File: config.mk
export PLATFORM = sky130hd
export DESIGN_NAME = ep0_ctl_seq
export DESIGN_NICKNAME = d
export VERILOG_FILES = /design/src/rtl/ep0_seq_pkg.sv /design/src/rtl/ep0_resp_dec.sv /design/src/rtl/ep0_stage_fsm.sv /design/src/rtl/ep0_cpu_flags.sv /design/src/rtl/ep0_ctl_seq.sv
export SDC_FILE = /design/constraint.sdc
export NUM_CORES = 1
export LEC_CHECK = 0
export ABC_AREA = 1
export BUFFER_PORTS_ARGS = -buffer_cell sky130_fd_sc_hd__buf_2
export CORE_MARGIN = 3
export CORE_UTILIZATION = 48
export DETAILED_ROUTE_END_ITERATION = 6
export GPL_ROUTABILITY_DRIVEN = 0
export GPL_TIMING_DRIVEN = 0
export HOLD_SLACK_MARGIN = 0.06
export PLACE_DENSITY = 0.75
export SETUP_SLACK_MARGIN = 0.1
export SLEW_MARGIN = 0
export SYNTH_ARGS = -nofsm -noshare
export SYNTH_HDL_FRONTEND = slang
export SYNTH_SLANG_ARGS = --single-unit
export TNS_END_PERCENT = 20
File: constraint.sdc
create_clock -name clk -period 1.5 [get_ports clk]
set_input_delay 0.225 -clock clk [delete_from_list [all_inputs] [get_ports clk]]
set_output_delay 0.225 -clock clk [all_outputs]
set_load 0.005 [all_outputs]
File: src/rtl/ep0_seq_pkg.sv
package ep0_seq_pkg;

   typedef enum logic [1:0] {
      HS_ACK   = 2'd0,
      HS_NAK   = 2'd1,
      HS_STALL = 2'd2
   } hs_e;

   typedef enum logic [1:0] {
      STG_IDLE   = 2'd0,
      STG_SETUP  = 2'd1,
      STG_DATA   = 2'd2,
      STG_STATUS = 2'd3
   } stage_e;

endpackage

File: src/rtl/ep0_resp_dec.sv
module ep0_resp_dec
   import ep0_seq_pkg::*;
#(
   parameter int unsigned IDLE_NAK = 0
) (
   input  logic   tok_setup,
   input  logic   tok_in,
   input  logic   tok_out,
   input  logic   pkt_good,
   input  logic   pkt_bad,
   input  stage_e stage,
   input  logic   dir_in,
   input  logic   stalled,
   input  logic   fifo_armed,
   output logic   setup_ok,
   output logic   hs_vld,
   output hs_e    hs,
   output logic   send_data,
   output logic   send_zlp,
   output logic   out_taken,
   output logic   in_sent,
   output logic   stat_enter
);

   hs_e  idle_hs;
   logic ev_out, ev_in, open_xfer, turn, in_status, wrong_dir;

   generate
      if (IDLE_NAK != 0) begin : g_idle_nak
         assign idle_hs = HS_NAK;
      end else begin : g_idle_stall
         assign idle_hs = HS_STALL;
      end
   endgenerate

   always_comb begin
      setup_ok   = tok_setup & pkt_good & ~pkt_bad;
      ev_out     = tok_out & pkt_good & ~pkt_bad & ~tok_setup;
      ev_in      = tok_in & ~tok_setup & ~tok_out;
      open_xfer  = (stage == STG_SETUP) || (stage == STG_DATA);
      turn       = open_xfer && ((ev_in && !dir_in) || (ev_out && dir_in));
      in_status  = turn || (stage == STG_STATUS);
      wrong_dir  = (stage == STG_STATUS) &&
                   ((ev_in && dir_in) || (ev_out && !dir_in));

      hs_vld     = 1'b0;
      hs         = HS_ACK;
      send_data  = 1'b0;
      send_zlp   = 1'b0;
      out_taken  = 1'b0;
      in_sent    = 1'b0;
      stat_enter = 1'b0;

      if (setup_ok) begin
         hs_vld = 1'b1;
         hs     = HS_ACK;
      end else if (ev_in || ev_out) begin
         stat_enter = turn && !stalled;
         if (stage == STG_IDLE) begin
            hs_vld = 1'b1;
            hs     = idle_hs;
         end else if (stalled || wrong_dir) begin
            hs_vld = 1'b1;
            hs     = HS_STALL;
         end else if (!fifo_armed) begin
            hs_vld = 1'b1;
            hs     = HS_NAK;
         end else if (ev_out) begin
            hs_vld    = 1'b1;
            hs        = HS_ACK;
            out_taken = 1'b1;
         end else begin
            in_sent   = 1'b1;
            send_data = !in_status;
            send_zlp  = in_status;
         end
      end
   end

endmodule

File: src/rtl/ep0_stage_fsm.sv
module ep0_stage_fsm
   import ep0_seq_pkg::*;
(
   input  logic   clk,
   input  logic   rst_n,
   input  logic   setup_ok,
   input  logic   setup_dir_in,
   input  logic   hs_vld,
   input  logic   send_data,
   input  logic   send_zlp,
   input  logic   out_taken,
   input  logic   in_sent,
   input  logic   stat_enter,
   input  logic   host_ack,
   output stage_e stage,
   output logic   dir_in,
   output logic   in_acked,
   output logic   xfer_done,
   output logic   status_start
);

   logic pend, pend_zlp, any_tok;

   assign any_tok  = hs_vld | in_sent;
   assign in_acked = host_ack & pend & ~any_tok & ~setup_ok;

   always_ff @(posedge clk) begin
      if (!rst_n) begin
         stage        <= STG_IDLE;
         dir_in       <= 1'b0;
         pend         <= 1'b0;
         pend_zlp     <= 1'b0;
         xfer_done    <= 1'b0;
         status_start <= 1'b0;
      end else begin
         xfer_done    <= 1'b0;
         status_start <= 1'b0;
         if (setup_ok) begin
            stage    <= STG_SETUP;
            dir_in   <= setup_dir_in;
            pend     <= 1'b0;
            pend_zlp <= 1'b0;
         end else begin
            if (stat_enter) begin
               stage        <= STG_STATUS;
               status_start <= 1'b1;
            end
            if (any_tok) begin
               pend     <= in_sent;
               pend_zlp <= send_zlp;
               if (send_data) stage <= STG_DATA;
               if (out_taken) begin
                  if (stage == STG_STATUS || stat_enter) begin
                     stage     <= STG_IDLE;
                     xfer_done <= 1'b1;
                  end else begin
                     stage <= STG_DATA;
                  end
               end
            end else if (in_acked) begin
               pend <= 1'b0;
               if (pend_zlp) begin
                  stage     <= STG_IDLE;
                  xfer_done <= 1'b1;
               end
            end
         end
      end
   end

endmodule

File: src/rtl/ep0_cpu_flags.sv
module ep0_cpu_flags (
   input  logic clk,
   input  logic rst_n,
   input  logic setup_ok,
   input  logic cpu_stall_req,
   input  logic cpu_fifo_arm,
   input  logic out_taken,
   input  logic in_acked,
   output logic stalled,
   output logic fifo_armed
);

   always_ff @(posedge clk) begin
      if (!rst_n) begin
         stalled    <= 1'b0;
         fifo_armed <= 1'b0;
      end else if (setup_ok) begin
         stalled    <= 1'b0;
         fifo_armed <= 1'b0;
      end else begin
         if (cpu_stall_req) stalled <= 1'b1;
         if (cpu_fifo_arm)
            fifo_armed <= 1'b1;
         else if (out_taken || in_acked)
            fifo_armed <= 1'b0;
      end
   end

endmodule

File: src/rtl/ep0_ctl_seq.sv
module ep0_ctl_seq
   import ep0_seq_pkg::*;
#(
   parameter int unsigned IDLE_NAK = 0
) (
   input  logic       clk,
   input  logic       rst_n,
   input  logic       tok_setup,
   input  logic       tok_in,
   input  logic       tok_out,
   input  logic       pkt_good,
   input  logic       pkt_bad,
   input  logic       setup_dir_in,
   input  logic       host_ack,
   input  logic       cpu_stall_req,
   input  logic       cpu_fifo_arm,
   output logic       hs_valid,
   output logic [1:0] hs_code,
   output logic       tx_data,
   output logic       tx_zlp,
   output logic       setup_irq,
   output logic       xfer_done,
   output logic       status_start,
   output logic [1:0] stage,
   output logic       stalled,
   output logic       fifo_armed
);

   initial begin
      if (IDLE_NAK > 1)
         $error("IDLE_NAK must be 0 or 1");
   end

   stage_e cur_stage;
   logic   dir_in;
   logic   setup_ok, hs_vld, send_data, send_zlp, out_taken, in_sent, stat_enter;
   logic   in_acked;
   hs_e    hs;

   ep0_resp_dec #(.IDLE_NAK(IDLE_NAK)) u_dec (
      .tok_setup  (tok_setup),
      .tok_in     (tok_in),
      .tok_out    (tok_out),
      .pkt_good   (pkt_good),
      .pkt_bad    (pkt_bad),
      .stage      (cur_stage),
      .dir_in     (dir_in),
      .stalled    (stalled),
      .fifo_armed (fifo_armed),
      .setup_ok   (setup_ok),
      .hs_vld     (hs_vld),
      .hs         (hs),
      .send_data  (send_data),
      .send_zlp   (send_zlp),
      .out_taken  (out_taken),
      .in_sent    (in_sent),
      .stat_enter (stat_enter)
   );

   ep0_stage_fsm u_fsm (
      .clk          (clk),
      .rst_n        (rst_n),
      .setup_ok     (setup_ok),
      .setup_dir_in (setup_dir_in),
      .hs_vld       (hs_vld),
      .send_data    (send_data),
      .send_zlp     (send_zlp),
      .out_taken    (out_taken),
      .in_sent      (in_sent),
      .stat_enter   (stat_enter),
      .host_ack     (host_ack),
      .stage        (cur_stage),
      .dir_in       (dir_in),
      .in_acked     (in_acked),
      .xfer_done    (xfer_done),
      .status_start (status_start)
   );

   ep0_cpu_flags u_flags (
      .clk           (clk),
      .rst_n         (rst_n),
      .setup_ok      (setup_ok),
      .cpu_stall_req (cpu_stall_req),
      .cpu_fifo_arm  (cpu_fifo_arm),
      .out_taken     (out_taken),
      .in_acked      (in_acked),
      .stalled       (stalled),
      .fifo_armed    (fifo_armed)
   );

   assign stage = cur_stage;

   always_ff @(posedge clk) begin
      if (!rst_n) begin
         hs_valid  <= 1'b0;
         hs_code   <= HS_ACK;
         tx_data   <= 1'b0;
         tx_zlp    <= 1'b0;
         setup_irq <= 1'b0;
      end else begin
         hs_valid  <= hs_vld;
         hs_code   <= hs;
         tx_data   <= send_data;
         tx_zlp    <= send_zlp;
         setup_irq <= setup_ok;
      end
   end


   setup_ack_chk: assert property (@(posedge clk) disable iff (!rst_n)
      (tok_setup && pkt_good && !pkt_bad) |=>
         (hs_valid && hs_code == HS_ACK && setup_irq && stage == STG_SETUP && !stalled));


   bad_pkt_quiet_chk: assert property (@(posedge clk) disable iff (!rst_n)
      ((tok_setup || tok_out) && pkt_bad && !pkt_good && !tok_in) |=>
         (!hs_valid && !setup_irq && $stable(stage)));


   stall_answer_chk: assert property (@(posedge clk) disable iff (!rst_n)
      (stalled && !tok_setup && ((tok_in && !tok_out) || (tok_out && pkt_good && !pkt_bad))) |=>
         (hs_valid && hs_code == HS_STALL));


   unarmed_nak_chk: assert property (@(posedge clk) disable iff (!rst_n)
      (!stalled && !fifo_armed && !tok_setup &&
       (stage == STG_SETUP || stage == STG_DATA) &&
       ((tok_in && !tok_out) || (tok_out && pkt_good && !pkt_bad))) |=>
         (hs_valid && hs_code == HS_NAK));


   status_flag_chk: assert property (@(posedge clk) disable iff (!rst_n)
      status_start |-> (stage == STG_STATUS || xfer_done));


   done_idle_chk: assert property (@(posedge clk) disable iff (!rst_n)
      xfer_done |-> (stage == STG_IDLE));


   tx_excl_chk: assert property (@(posedge clk) disable iff (!rst_n)
      !((tx_data || tx_zlp) && hs_valid) && !(tx_data && tx_zlp));

endmodule

# Word-level counts from Yosys, hierarchy flattened
# Cells that the tools add are included.
dict set report word_totals {
  register_bits 15
  in_bits 11
  wordCells 112
}
dict set report op_classes {
  n_eq_ne 3
  n_mux 52
  bitwise_logic 18
  n_reduce_logical 24
}
# cell n
set ops {}
lappend ops {{$mux 1} 43}
lappend ops {{$mux 2} 9}
lappend ops {{$and 1x1->1} 10}
lappend ops {{$logic_or 1x1->1} 8}
lappend ops {{$logic_and 1x1->1} 7}
lappend ops {{$not 1->1} 7}
lappend ops {{$reduce_or 5->1} 1}
lappend ops {{$eq 2x2->1 const B} 2}
lappend ops {{$reduce_bool 2->1} 2}
lappend ops {{$logic_not 1->1} 3}
lappend ops {{$reduce_or 3->1} 1}
lappend ops {{$eq 2x1->1 const B} 1}
lappend ops {{$logic_not 2->1} 1}
lappend ops {{$reduce_or 2->1} 1}
lappend ops {{$or 1x1->1} 1}

# Depth between registers and ports, before layout
dict set report logic_depth {
  word_depth 18
  ltp_mapped 12
  ltp_nobuf 12
}

# Cells and area by module
# From an unflattened synthesis, not the netlist that was laid out.
dict set report hier_totals {
  hier_cells 116
  area_unflattened_um2 784.5
}
# module n_inst cells_per_inst area_each_um2 seq_area_each_um2
set modules_own_cells {}
lappend modules_own_cells {ep0_stage_fsm 1 42 314.1 140.1}
lappend modules_own_cells {ep0_resp_dec 1 45 220.2 0.0}
lappend modules_own_cells {ep0_ctl_seq 1 18 165.2 120.1}
lappend modules_own_cells {ep0_cpu_flags 1 11 85.1 40.0}

# Least setup slack after synthesis
# OpenSTA, ideal clock, no wires.
dict set report synth_path {
  path_type {register -> register}
  start {register u_fsm.stage[0]}
  end {register u_fsm.stage[1]}
  setup_time_ps 109
  t_arrival_ps 1247
  slack_ps 144
  stages_incl_launch_ff 11
  n_path_buf 0
  path_cell_list {dfxtp_1 > inv_1 > ha_1 > nor2_1 > nand2_4 > nor2_2 > nand2_2 > nand2_1 > nor2_1 > nand2_1 > inv_1}
}
dict set report synth_between {
  elab_chain_len 14
}
# item line_no
set synth_rtl {}
lappend synth_rtl {{start: declaration} ep0_stage_fsm.sv:15} ;# output stage_e stage,
lappend synth_rtl {{start signal: assignment} ep0_stage_fsm.sv:29} ;# stage <= STG_IDLE;
lappend synth_rtl {{start signal: assignment} ep0_stage_fsm.sv:39} ;# stage <= STG_SETUP;
lappend synth_rtl {{start signal: assignment} ep0_stage_fsm.sv:45} ;# stage <= STG_STATUS;
lappend synth_rtl {{$eq 2x1->1 / $eq 2x2->1 (equally long branches)} ep0_resp_dec.sv:40} ;# open_xfer = (stage == STG_SETUP) || (stage == STG_DATA);
lappend synth_rtl {{$logic_or 1x1->1} ep0_resp_dec.sv:40}
lappend synth_rtl {{$logic_and 1x1->1} ep0_resp_dec.sv:41} ;# turn = open_xfer && ((ev_in && !dir_in) || (ev_out && dir_in));
lappend synth_rtl {{$logic_or 1x1->1} ep0_resp_dec.sv:42} ;# in_status = turn || (stage == STG_STATUS);
lappend synth_rtl {{$logic_not 1->1} ep0_resp_dec.sv:74} ;# send_data = !in_status;
lappend synth_rtl {{$mux 1} ep0_resp_dec.sv:68} ;# end else if (ev_out) begin
lappend synth_rtl {{$mux 1} ep0_resp_dec.sv:65} ;# end else if (!fifo_armed) begin
lappend synth_rtl {{$mux 1} ep0_resp_dec.sv:62} ;# end else if (stalled || wrong_dir) begin
lappend synth_rtl {{$mux 1} ep0_resp_dec.sv:59} ;# if (stage == STG_IDLE) begin
lappend synth_rtl {{$mux 1} ep0_resp_dec.sv:57} ;# end else if (ev_in || ev_out) begin
lappend synth_rtl {{$mux 1} ep0_resp_dec.sv:54} ;# if (setup_ok) begin
lappend synth_rtl {{$mux 2} ep0_stage_fsm.sv:51} ;# if (send_data) stage <= STG_DATA;
lappend synth_rtl {{$mux 2} ep0_stage_fsm.sv:52} ;# if (out_taken) begin
lappend synth_rtl {{$mux 2 (*)} ep0_stage_fsm.sv:48} ;# if (any_tok) begin
# Mark *: on every way between the ends. The rest lies on a longest branch, timed or not.
# A chain may end at the register's enable or synchronous reset.

# Worst setup path in the final report
# Ends and elaborated chain as after synthesis.

==> impl_metrics.tcl <==
set metrics [dict create \
    post_route_cells_drive_above_1_share 0.438 \
    drt-initial-drc-count 14 \
    syn-instance-count 95 \
    final-hold-violation-count 0 \
    timing.final.crit_period_ns 1.34 \
    final_hold_slack_ns 0.154 \
    core_um2 1400 \
    setup.worst_path.start_class "flop" \
    synthMostInstantiatedCell "sky130_fd_sc_hd__nand2_1" \
    design.final.nets 135 \
    vias_per_cell 4.82 \
    synth-seq-cells 15 \
    maximum_fanout_along_the_worst_path 4 \
    via_count 655 \
    grt_pass1_wl_um 2390 \
    synthesis.nets 108 \
    timing.setup.critical_path_class "flop to flop" \
    grt_antenna_before_repair 0 \
    flow.area_growth_from_synthesis_pct 22.5 \
    required_ns 1.68 \
    worstHoldPathType "input port to flop" \
    yosysWarnings 0 \
    numCtsBuffers 3 \
    yosys-top-cells-count "sky130_fd_sc_hd__nand2_1, sky130_fd_sc_hd__inv_1, sky130_fd_sc_hd__dfxtp_1, sky130_fd_sc_hd__nor2_1" \
    routed_wirelength_um 1380 \
    crit-reg2reg-launch "u_fsm.stage[0]" \
    outcome "complete, no violations" \
    synth-async-reset-ratio 0 \
    postLayoutCellArea_um2 932 \
    num-fill-cells 121 \
    clkSlewWorstSetupHoldPaths_ns 0.09 \
    synth-main-ff-cell "sky130_fd_sc_hd__dfxtp_1" \
    worst_r2r_endpoint "u_fsm.stage[1]" \
    clk_latency_ns 0.28 \
    setup_viol 0 \
    timing_worst_slew_pin_value_ns 0.278 \
    drc_errors 0 \
    final_min_period_over_clock_period 0.890 \
    total_area_of_sequential_cells_um2 305 \
    chipHeight_um 45.8 \
    maxClockFrequency_mhz 749 \
    dieWidth_um 45.8 \
    pin_count_of_the_biggest_net_entering_global_routing 10 \
    grt_pass1_vias 606 \
    htree_num_levels 1 \
    yosys.area.top_type "sky130_fd_sc_hd__dfxtp_1" \
    floorplan.initialDensity 0.544 \
    rsz0062_at_grt "yes" \
    minimum_setup_slack_among_reg_to_reg_paths_ns 0.16 \
    antenna-diode-count 0 \
    number_of_synthesized_flops_with_an_enable_pin 0 \
    placed_area_um2 890 \
    timing.critical_path.from "u_fsm.stage[0]" \
    max_slew_violations 0 \
    netlist-cell-type-count 22 \
    static_leakage_nw 0.487 \
    biggestRegsByFlops "hs_code: 2 flops, u_fsm.stage: 2 flops" \
    slew_headroom 0.814 \
    gr_ovfl_total 0 \
    setup_tns_ns 0 \
    power.ir.vdd_worst_uv 557 \
    depth_of_the_worst_register_to_register_path 10 \
    detailedRoute.firstPassIterationCount 4 \
    gr-usage-all-layers 0.157 \
    cts_sinks 15 \
    synth_top_cells_by_area "sky130_fd_sc_hd__dfxtp_1, sky130_fd_sc_hd__nand2_1, sky130_fd_sc_hd__inv_1" \
    floorplan.die_area_um2 2100 \
    timing.hold.worst.start "cpu_fifo_arm" \
    worst_hold_path.num_cells 3 \
    detailed_place_hpwl_um 1100 \
    whs_endpoint "u_flags.fifo_armed" \
    area_share_of_the_leading_cell_type_in_the_synthesized_netlist 0.395 \
    crit_arrival_ns 1.52 \
    boundaryPins 23 \
    rows 13 \
    critPathCaptureType "flop" \
    power.density_nw_per_um2 804 \
    synth.yosys.seq_area_share 0.395 \
    cts_buffer_depth 2 \
    multi_input_area_um2 407 \
    avgSynthCellArea_um2 8.01 \
    portBuffers 22 \
    post_drt_wl_per_cell_um 10.1 \
    drt.antenna.violating_nets 0 \
    finClkSkew_ns 0.00418 \
    drv_cap 0 \
    cts-root-buf "sky130_fd_sc_hd__clkbuf_4" \
    tritoncts "done" \
    post_synthesis_instance_area_um2 761 \
    utilization 0.666 \
]
[worst max-delay path by stage]
stage | endpoint | slack, ns | cells after the start
after floorplan | u_fsm.stage[1] | 0.14 | 10
after global placement | u_fsm.stage[1] | 0.04 | 10
after detailed placement | u_fsm.stage[1] | 0.03 | 10
after CTS | u_fsm.stage[1] | 0.13 | 10
after global routing | u_fsm.stage[0] | 0.08 | 8
final | u_fsm.stage[1] | 0.16 | 10
[final cells by class]
type,count,area share
multi-input combinational,63,0.436
sequential,15,0.328
timing repair buffer,22,0.118
inverter,17,0.0685
clock buffer,3,0.0242
tap,15,0.0201
clock inverter,1,0.00537
[where the power goes]
group / internal (mW) / switching [mW]
combinational: 0.0433 / 0.0639
sequential: 0.409 / 0.0114
clock: 0.0988 / 0.122
[routing by layer]
metal | track usage | share of wire
met3 | 0.0237 | 0.053
met2 | 0.256 | 0.47
met1 | 0.197 | 0.46
met4 | 0.0852 | 0.017
met5 | 0 | 0
[layout by cell type (no fill, tap or decap), types with 4 or more instances in the layout]
cell                      netlist  final
sky130_fd_sc_hd__a21oi_1        5      5
sky130_fd_sc_hd__buf_2          0     22
sky130_fd_sc_hd__dfxtp_1       15     13
sky130_fd_sc_hd__inv_1         16     15
sky130_fd_sc_hd__nand2_1       17     16
sky130_fd_sc_hd__nand2_2        5      6
sky130_fd_sc_hd__nor2_1        10      9
sky130_fd_sc_hd__nor2_2         4      4
[through the flow]
| step | power (mW) | setup slack (ns) | instances |
|---|---|---|---|
| 2_1_floorplan | 0.495 | 0.144 | 95 |
| 3_3_place_gp | 0.531 | 0.0407 | 132 |
| 3_5_place_dp | 0.534 | 0.0329 | 132 |
| 4_1_cts | 0.755 | 0.129 | 136 |
| 5_1_grt | 0.794 | 0.0767 | 136 |
| 6_report | 0.749 | 0.165 | 136 |
[worst max-delay path: stages, from the launching register on]
cell                      delay [ns]
sky130_fd_sc_hd__dfxtp_4        0.37
sky130_fd_sc_hd__inv_1          0.04
sky130_fd_sc_hd__ha_1           0.21
sky130_fd_sc_hd__nor2_4         0.12
sky130_fd_sc_hd__nand2_4        0.08
sky130_fd_sc_hd__nor2_2         0.13
sky130_fd_sc_hd__nand2_2        0.07
sky130_fd_sc_hd__nand2_1        0.06
sky130_fd_sc_hd__nor2_1         0.04
sky130_fd_sc_hd__nand2_1        0.07
sky130_fd_sc_hd__inv_1          0.04
[logic make-up after synthesis]
kind of cell,after synthesis,share of synthesized area
DFF,15,0.395
AOI/OAI and AO/OA,8,0.0592
buffers and inverters,17,0.0839
adders and majority gates,2,0.0329
and+or+nand+nor,53,0.429
[what timing repair did]
item / in CTS / in global routing
hold buffers: 0 / 0
setup endpoints to repair: 3 / 3
setup buffers: 0 / 0
resized for setup: 2 / 5
pin swaps: 0 / 1
Power figures use the tool's default switching activity.
